==> src/rtl/ccg_pkg.sv <==
package ccg_pkg;
  localparam int DIV_W    = 8;
  localparam int REG_W    = 32;
  localparam int ADDR_W   = 2;

  localparam logic [ADDR_W-1:0] ADDR_GCTL = 2'd0;
  localparam logic [ADDR_W-1:0] ADDR_CLK  = 2'd1;
  localparam logic [ADDR_W-1:0] ADDR_CMD  = 2'd2;

  localparam int BIT_SOFT = 0;
  localparam int BIT_FIFO = 1;
  localparam int BIT_DMA  = 2;
  localparam int BIT_IRQ  = 4;
  localparam int BIT_DMAE = 5;
  localparam int BIT_DDR  = 10;

  localparam int BIT_EN   = 16;
  localparam int BIT_LP   = 17;

  localparam int BIT_START = 31;
  localparam int BIT_UPD   = 21;

  localparam int NUM_RST  = 3;

  typedef struct packed {
    logic             load;
    logic [DIV_W-1:0] div;
    logic             en;
    logic             lp;
  } clkStrobe_t;
endpackage

==> src/rtl/ccg_selfclear.sv <==
module ccg_selfclear #(
  parameter int LEN = 4
) (
  input  logic clk,
  input  logic rstN,
  input  logic req,
  output logic busy
);
  localparam int CW = $clog2(LEN + 1);
  logic [CW-1:0] remain;

  always_ff @(posedge clk or negedge rstN) begin
    if (!rstN) begin
      busy   <= 1'b0;
      remain <= '0;
    end else if (!busy) begin
      if (req) begin
        busy   <= 1'b1;
        remain <= CW'(LEN - 1);
      end
    end else if (remain == '0) begin
      busy <= 1'b0;
    end else begin
      remain <= remain - 1'b1;
    end
  end
endmodule

==> src/rtl/ccg_ctrl.sv <==
module ccg_ctrl
  import ccg_pkg::*;
#(
  parameter int SOFT_LEN = 6,
  parameter int FIFO_LEN = 4,
  parameter int DMA_LEN  = 10
) (
  input  logic              clk,
  input  logic              rstN,
  input  logic              wrEn,
  input  logic [ADDR_W-1:0] addr,
  input  logic [REG_W-1:0]  wrData,
  input  logic              safeSlot,
  output clkStrobe_t        strobe,
  output logic              pending,
  output logic [REG_W-1:0]  rdData,
  output logic [NUM_RST-1:0] rstBusy,
  output logic              irqEn,
  output logic              dmaEn,
  output logic              ddrEn
);
  logic [DIV_W-1:0] stDiv;
  logic             stEn;
  logic             stLp;
  logic             applyNow;

  wire wrGctl = wrEn && (addr == ADDR_GCTL);
  wire wrClk  = wrEn && (addr == ADDR_CLK);
  wire wrCmd  = wrEn && (addr == ADDR_CMD) && wrData[BIT_START] && wrData[BIT_UPD];

  assign applyNow = pending && safeSlot;

  always_ff @(posedge clk or negedge rstN) begin
    if (!rstN) begin
      stDiv   <= '0;
      stEn    <= 1'b0;
      stLp    <= 1'b0;
      pending <= 1'b0;
      irqEn   <= 1'b0;
      dmaEn   <= 1'b0;
      ddrEn   <= 1'b0;
    end else begin
      if (wrClk) begin
        stDiv <= wrData[DIV_W-1:0];
        stEn  <= wrData[BIT_EN];
        stLp  <= wrData[BIT_LP];
      end
      if (wrCmd)         pending <= 1'b1;
      else if (applyNow) pending <= 1'b0;
      if (wrGctl) begin
        irqEn <= wrData[BIT_IRQ];
        dmaEn <= wrData[BIT_DMAE];
        ddrEn <= wrData[BIT_DDR];
      end
    end
  end

  always_comb begin
    strobe.load = applyNow;
    strobe.div  = stDiv;
    strobe.en   = stEn;
    strobe.lp   = stLp;
  end

  for (genvar i = 0; i < NUM_RST; i++) begin : g_rst
    localparam int L = (i == BIT_SOFT) ? SOFT_LEN : (i == BIT_FIFO) ? FIFO_LEN : DMA_LEN;
    ccg_selfclear #(.LEN(L)) u_sc (
      .clk (clk),
      .rstN(rstN),
      .req (wrGctl && wrData[i]),
      .busy(rstBusy[i])
    );
  end

  always_comb begin
    rdData = '0;
    unique case (addr)
      ADDR_GCTL: begin
        rdData[NUM_RST-1:0] = rstBusy;
        rdData[BIT_IRQ]     = irqEn;
        rdData[BIT_DMAE]    = dmaEn;
        rdData[BIT_DDR]     = ddrEn;
      end
      ADDR_CLK: begin
        rdData[DIV_W-1:0] = stDiv;
        rdData[BIT_EN]    = stEn;
        rdData[BIT_LP]    = stLp;
      end
      ADDR_CMD: rdData[BIT_START] = pending;
      default:  rdData = '0;
    endcase
  end
endmodule

==> src/rtl/ccg_datapath.sv <==
module ccg_datapath
  import ccg_pkg::*;
(
  input  logic       clk,
  input  logic       rstN,
  input  clkStrobe_t strobe,
  input  logic       busIdle,
  output logic       safeSlot,
  output logic       cardClk,
  output logic       divClk,
  output logic       terminal,
  output logic       run
);
  logic [DIV_W-1:0] actDiv;
  logic             actEn;
  logic             actLp;
  logic [DIV_W-1:0] halfCnt;
  logic             selN;
  logic             gateN;
  logic             bypass;

  assign bypass   = (actDiv == '0);
  assign run      = actEn && !(actLp && busIdle);
  assign terminal = !bypass && (halfCnt == actDiv - 1'b1);
  assign safeSlot = bypass || (terminal && (divClk || !run));

  always_ff @(posedge clk or negedge rstN) begin
    if (!rstN) begin
      actDiv  <= '0;
      actEn   <= 1'b0;
      actLp   <= 1'b0;
      halfCnt <= '0;
      divClk  <= 1'b0;
    end else if (strobe.load) begin
      actDiv  <= strobe.div;
      actEn   <= strobe.en;
      actLp   <= strobe.lp;
      halfCnt <= '0;
      divClk  <= 1'b0;
    end else if (bypass) begin
      halfCnt <= '0;
      divClk  <= 1'b0;
    end else if (terminal) begin
      halfCnt <= '0;
      divClk  <= run ? ~divClk : 1'b0;
    end else begin
      halfCnt <= halfCnt + 1'b1;
    end
  end

  always_ff @(negedge clk or negedge rstN) begin
    if (!rstN) begin
      selN  <= 1'b0;
      gateN <= 1'b0;
    end else begin
      selN  <= bypass;
      gateN <= bypass && run;
    end
  end

  assign cardClk = selN ? (clk & gateN) : divClk;
endmodule

==> src/rtl/card_clk_gen.sv <==
module card_clk_gen
  import ccg_pkg::*;
#(
  parameter int SOFT_LEN = 6,
  parameter int FIFO_LEN = 4,
  parameter int DMA_LEN  = 10
) (
  input  logic              clk,
  input  logic              rstN,
  input  logic              wrEn,
  input  logic [ADDR_W-1:0] addr,
  input  logic [REG_W-1:0]  wrData,
  output logic [REG_W-1:0]  rdData,
  input  logic              busIdle,
  output logic              cardClk,
  output logic              softRstBusy,
  output logic              fifoRstBusy,
  output logic              dmaRstBusy,
  output logic              irqEnable,
  output logic              dmaEnable,
  output logic              ddrMode
);
  clkStrobe_t         strobe;
  logic               safeSlot;
  logic               pending;
  logic [NUM_RST-1:0] rstBusy;
  logic               divClk;
  logic               terminal;
  logic               run;

  ccg_ctrl #(.SOFT_LEN(SOFT_LEN), .FIFO_LEN(FIFO_LEN), .DMA_LEN(DMA_LEN)) u_ctrl (
    .clk     (clk),
    .rstN    (rstN),
    .wrEn    (wrEn),
    .addr    (addr),
    .wrData  (wrData),
    .safeSlot(safeSlot),
    .strobe  (strobe),
    .pending (pending),
    .rdData  (rdData),
    .rstBusy (rstBusy),
    .irqEn   (irqEnable),
    .dmaEn   (dmaEnable),
    .ddrEn   (ddrMode)
  );

  ccg_datapath u_dp (
    .clk     (clk),
    .rstN    (rstN),
    .strobe  (strobe),
    .busIdle (busIdle),
    .safeSlot(safeSlot),
    .cardClk (cardClk),
    .divClk  (divClk),
    .terminal(terminal),
    .run     (run)
  );

  assign softRstBusy = rstBusy[BIT_SOFT];
  assign fifoRstBusy = rstBusy[BIT_FIFO];
  assign dmaRstBusy  = rstBusy[BIT_DMA];
endmodule

==> config.mk <==
export PLATFORM = sky130hd
export DESIGN_NAME = card_clk_gen
export DESIGN_NICKNAME = d
export VERILOG_FILES = /design/src/rtl/ccg_pkg.sv /design/src/rtl/ccg_selfclear.sv /design/src/rtl/ccg_ctrl.sv /design/src/rtl/ccg_datapath.sv /design/src/rtl/card_clk_gen.sv
export SDC_FILE = /design/constraint.sdc
export NUM_CORES = 1
export LEC_CHECK = 0
export ABC_AREA = 1
export CAP_MARGIN = 25
export CORE_ASPECT_RATIO = 0.9
export CORE_UTILIZATION = 53
export CTS_CLUSTER_SIZE = 30
export DETAILED_ROUTE_END_ITERATION = 12
export HOLD_SLACK_MARGIN = 0.12
export PLACE_DENSITY_LB_ADDON = 0.1
export SYNTH_ARGS = -nofsm -noshare
export SYNTH_HDL_FRONTEND = slang
export SYNTH_HIERARCHICAL = 1
export SYNTH_SLANG_ARGS = --single-unit
==> constraint.sdc <==
create_clock -name clk -period 7.1 [get_ports clk]
set_clock_uncertainty 0.1 [all_clocks]
set_input_delay 2.13 -clock clk [delete_from_list [all_inputs] [get_ports clk]]
set_output_delay 2.13 -clock clk [all_outputs]
set_load 0.005 [all_outputs]
# [Word level (Yosys, flattened, before mapping)]
# Cells that the tools add are included.
[op_classes] n_addsub=5 bitwise_logic=2 reduce_logical=32 muxes=35 n_eq_ne=6
[ops] operator="8-bit 2-to-1 mux" n=3
[ops] operator="1-bit 2-to-1 mux" n=19
[ops] operator="3-bit 2-to-1 mux" n=6
[ops] operator="1-bit logical AND" n=14
[ops] operator="4-bit 2-to-1 mux" n=3
[ops] operator="8-bit by 1-bit adder with 8-bit output (second input constant)" n=1
[ops] operator="8-bit equality test" n=1
[ops] operator="8-bit logical NOT" n=1
[ops] operator="2-bit nonzero test" n=4
[ops] operator="8-bit by 1-bit subtractor with 8-bit output (second input constant)" n=1
[ops] operator="3-bit logical NOT" n=2
[ops] operator="2-bit != test (second input constant)" n=3
[ops] operator="3-bit one-hot mux with 2 select lines" n=1
[ops] operator="2-bit AND reduction" n=3
[ops] operator="3-bit by 1-bit subtractor with 3-bit output (second input constant)" n=2
[ops] operator="4-bit logical NOT" n=1
[ops] operator="2-bit 2-to-1 mux" n=2
[ops] operator="2-bit one-hot mux with 2 select lines" n=1
[ops] operator="4-bit by 1-bit subtractor with 4-bit output (second input constant)" n=1
[ops] operator="1-bit logical NOT" n=3
[ops] operator="3-bit nonzero test" n=1
[ops] operator="2-bit by 1-bit equality test with 1-bit output (second input constant)" n=1
[ops] operator="2-bit equality test (second input constant)" n=1
[ops] operator="2-bit logical NOT" n=1
[ops] operator="other kinds (3)" n=4
[word_totals] out_inout_bits=39 inputBits=38 regBits=48 word_cells=100

# [Logic depth before layout (Yosys ltp)]
[depth] word_depth=10 ltp_mapped=19 mapped_depth_nobuf=17

# [By module]
# Netlist, hierarchy kept.
[by_module_without_submodules] module="ccg_datapath" n_inst=1 area_each_um2=1207.4 cells_each=165 seq_area_each_um2=525.5
[by_module_without_submodules] module="ccg_ctrl" n_inst=1 area_each_um2=977.2 cells_each=128 seq_area_each_um2=350.3
[by_module_without_submodules] module="ccg_selfclear (u_ctrl.g_rst[2].u_sc)" n_inst=1 area_each_um2=267.8 cells_each=31 seq_area_each_um2=125.1
[by_module_without_submodules] module="ccg_selfclear (u_ctrl.g_rst[0].u_sc)" n_inst=1 area_each_um2=226.5 cells_each=27 seq_area_each_um2=100.1
[by_module_without_submodules] module="ccg_selfclear (u_ctrl.g_rst[1].u_sc)" n_inst=1 area_each_um2=210.2 cells_each=24 seq_area_each_um2=100.1

==> summary by stage <==
Run status
The flow ran to the end, and the final reports show no timing, DRC or antenna violations.

Floorplan
From left edge to right edge, the die measures 79.8 um. For this design the top-level I/O count stands at 77. The core region is 5260 um^2.

The die is 72.0 um tall. The initialized floorplan defines 25 standard-cell rows. The starting density of the core is 54.9%. The overall die area is 5740 um^2.

Pwr
VDD sags by at most 0.174 mV. The static leakage power is 1.75 nW. The power per unit of standard cell area is 253 nW/um^2.

Place
The number of port buffers is 37. The half-perimeter wire length after detailed placement is 4070 um. The congestion estimate from routability-driven global placement came to 0.819.

Drt
The routed layout has 2321 vias. In this run, the number of DRC markers left after iteration 0 of detailed routing was 107. The pre-antenna-repair detailed-routing pass consisted of 4 iterations. The routed design has 5530 um of wire. In the routed design, unresolved DRC markers number 0. Once detail routing completed, the nets flagged for antenna violations numbered 0. The top metal layer carrying routed signals is met4. After detailed routing, the average wire length per cell comes to 11.5 um. Using the TritonRoute via totals, the vias-per-cell ratio works out to 4.84. The detailed router put a total of 2620 um of wire on met1. In the detailed route, the total length drawn on met2 is 2510 um.

The total met3 wirelength after detailed routing is 339 um.

STA
The number of slew-limit violations in the final report is 0. The setup TNS after final layout is 0 ns. The setup violation total in the final timing report is 0. The final hold violation count was 0.

Setup repair after global routing left no endpoint under its margin. Headroom to the max-slew limit came out at 56.1%. The measured slew at the worst slew-check pin is 0.657 ns.

Cells and area
The fraction of final layout cells sized beyond drive strength 1 is 9.44%. 0 antenna diodes ended up in the layout. Leaving out fill and tap cells, the most frequent cell in the layout is sky130_fd_sc_hd__nand2_1.

In the layout the commonest cells are sky130_fd_sc_hd__nand2_1 (106), sky130_fd_sc_hd__inv_1 (48), sky130_fd_sc_hd__dfrtp_1 (46). From synthesis to final layout, the design area changed by 15.4%. The number of fillers in the final layout is 500. For this run, the share of the core covered by cells in the final layout is 63.3%.

For this run, the post-layout net count is 458.

CTS
Clock latency on the worst-skew pair, taken at its later pin, is 0.41 ns. The CTS tree is yes. After clock tree synthesis, the clock-pin slew on the worst setup and hold paths is 0.08 ns. In this run, post-CTS hold repair placed 0 buffers.

Yosys
The number of synthesis warnings is 6. The post-synthesis instance total is 374. A synthesized cell averages 7.71 um^2.

The total standard cell area after synthesis is 2890 um^2.

Worst setup path
STA classifies the critical path startpoint as a flop. The arrival time of the worst setup path is 4.75 ns. The largest fanout on the critical path is 2. The worst setup path is captured at an output pin. The critical path in this run is classified as flop to output pin.

For flop-to-flop paths, the worst setup slack is 2.30 ns. The required time reported for the critical path endpoint is 4.87 ns.

Global routing
Across every metal layer, demand over resource in global routing totals 22.0%. The initial antenna violation count is 0. The via count of the first global-routing pass is 2106.

The total overflow left after global routing is 0. The largest net degree at the start of global routing is 30. The first global-routing pass estimated 9470 um of wire.

Run
Across the run, the number of max-cap violations was 0.

Hold path
The type of the worst min-delay path is flop to flop.
path summary, 6_finish.rpt:
path / cells past startpoint / start / end
max: 3 / u_dp/selN$_DFF_NN0_ / cardClk
min: 2 / u_ctrl/g_rst[1].u_sc/remain[0]$_DFFE_PN0P_ / u_ctrl/g_rst[1].u_sc/remain[0]$_DFFE_PN0P_
max reg2reg: 6 / u_dp/actDiv[0]$_DFFE_PN0P_ / u_dp/gateN$_DFF_NN0_
min reg2reg: 2 / u_ctrl/g_rst[1].u_sc/remain[0]$_DFFE_PN0P_ / u_ctrl/g_rst[1].u_sc/remain[0]$_DFFE_PN0P_
max in group asynchronous: 1 / rstN / u_dp/selN$_DFF_NN0_
min in group asynchronous: 1 / rstN / u_ctrl/g_rst[2].u_sc/remain[2]$_DFFE_PN0P_
area by class of cell:
cell class / count / area, um^2 / share of cell area [%]
tap: 67 / 83.8 / 2.52
inverter: 50 / 188 / 5.64
multi-input combinational: 265 / 1330 / 39.9
timing repair buffer: 38 / 370 / 11.1
clock buffer: 10 / 123 / 3.68
sequential: 48 / 1200 / 36.1
clock inverter: 2 / 35.0 / 1.05
layer usage:
layer  vias to the layer above  GRT usage (%)
met5                         -              0
met3                         6           9.43
met4                         0           8.33
met1                      1074           28.7
li1                       1195              -
met2                        46           32.6
registers in the layout, indices dropped and copies added, names as in the netlist:
register and flops:
u_ctrl/ddrEn 1, u_ctrl/dmaEn 1, u_ctrl/g_rst.u_sc/busy 3, u_ctrl/g_rst.u_sc/remain 10
u_ctrl/irqEn 1, u_ctrl/pending 1, u_ctrl/stDiv 8, u_ctrl/stEn 1
u_ctrl/stLp 1, u_dp/actDiv 8, u_dp/actEn 1, u_dp/actLp 1
u_dp/divClk 1, u_dp/gateN 1, u_dp/halfCnt 8, u_dp/selN 1
worst max-delay path, cell delays in order, from the launching register on:
cell and delay (ns):
sky130_fd_sc_hd__dfrtn_1 0.40, sky130_fd_sc_hd__nand3_1 0.07, sky130_fd_sc_hd__o21ai_0 0.06, sky130_fd_sc_hd__dlygate4sd2_1 0.25
power by group:
group	switching [mW]	internal [mW]	total, mW
Sequential	0.0460	0.322	0.368
Clock	0.0987	0.140	0.239
Combinational	0.124	0.110	0.233
Total	0.268	0.572	0.841
timing repair:
item,in CTS,in global routing
setup buffers,0,0
gates resized for setup,1,0
setup endpoints to repair,4,0
stage by stage:
stage	total power [mW]	instances	cell area (um^2)	hold WS (ns)	setup WS, ns
after global placement	0.599	469	3180	0.362	0.310
after detailed placement	0.609	469	3180	0.373	0.298
final	0.841	480	3330	0.391	0.116
after global routing	0.908	480	3330	0.410	0.0202
after CTS	0.848	480	3330	0.394	0.0815
after floorplan	0.535	393	2960	0.349	0.792
(Power assumes the default switching activity.)
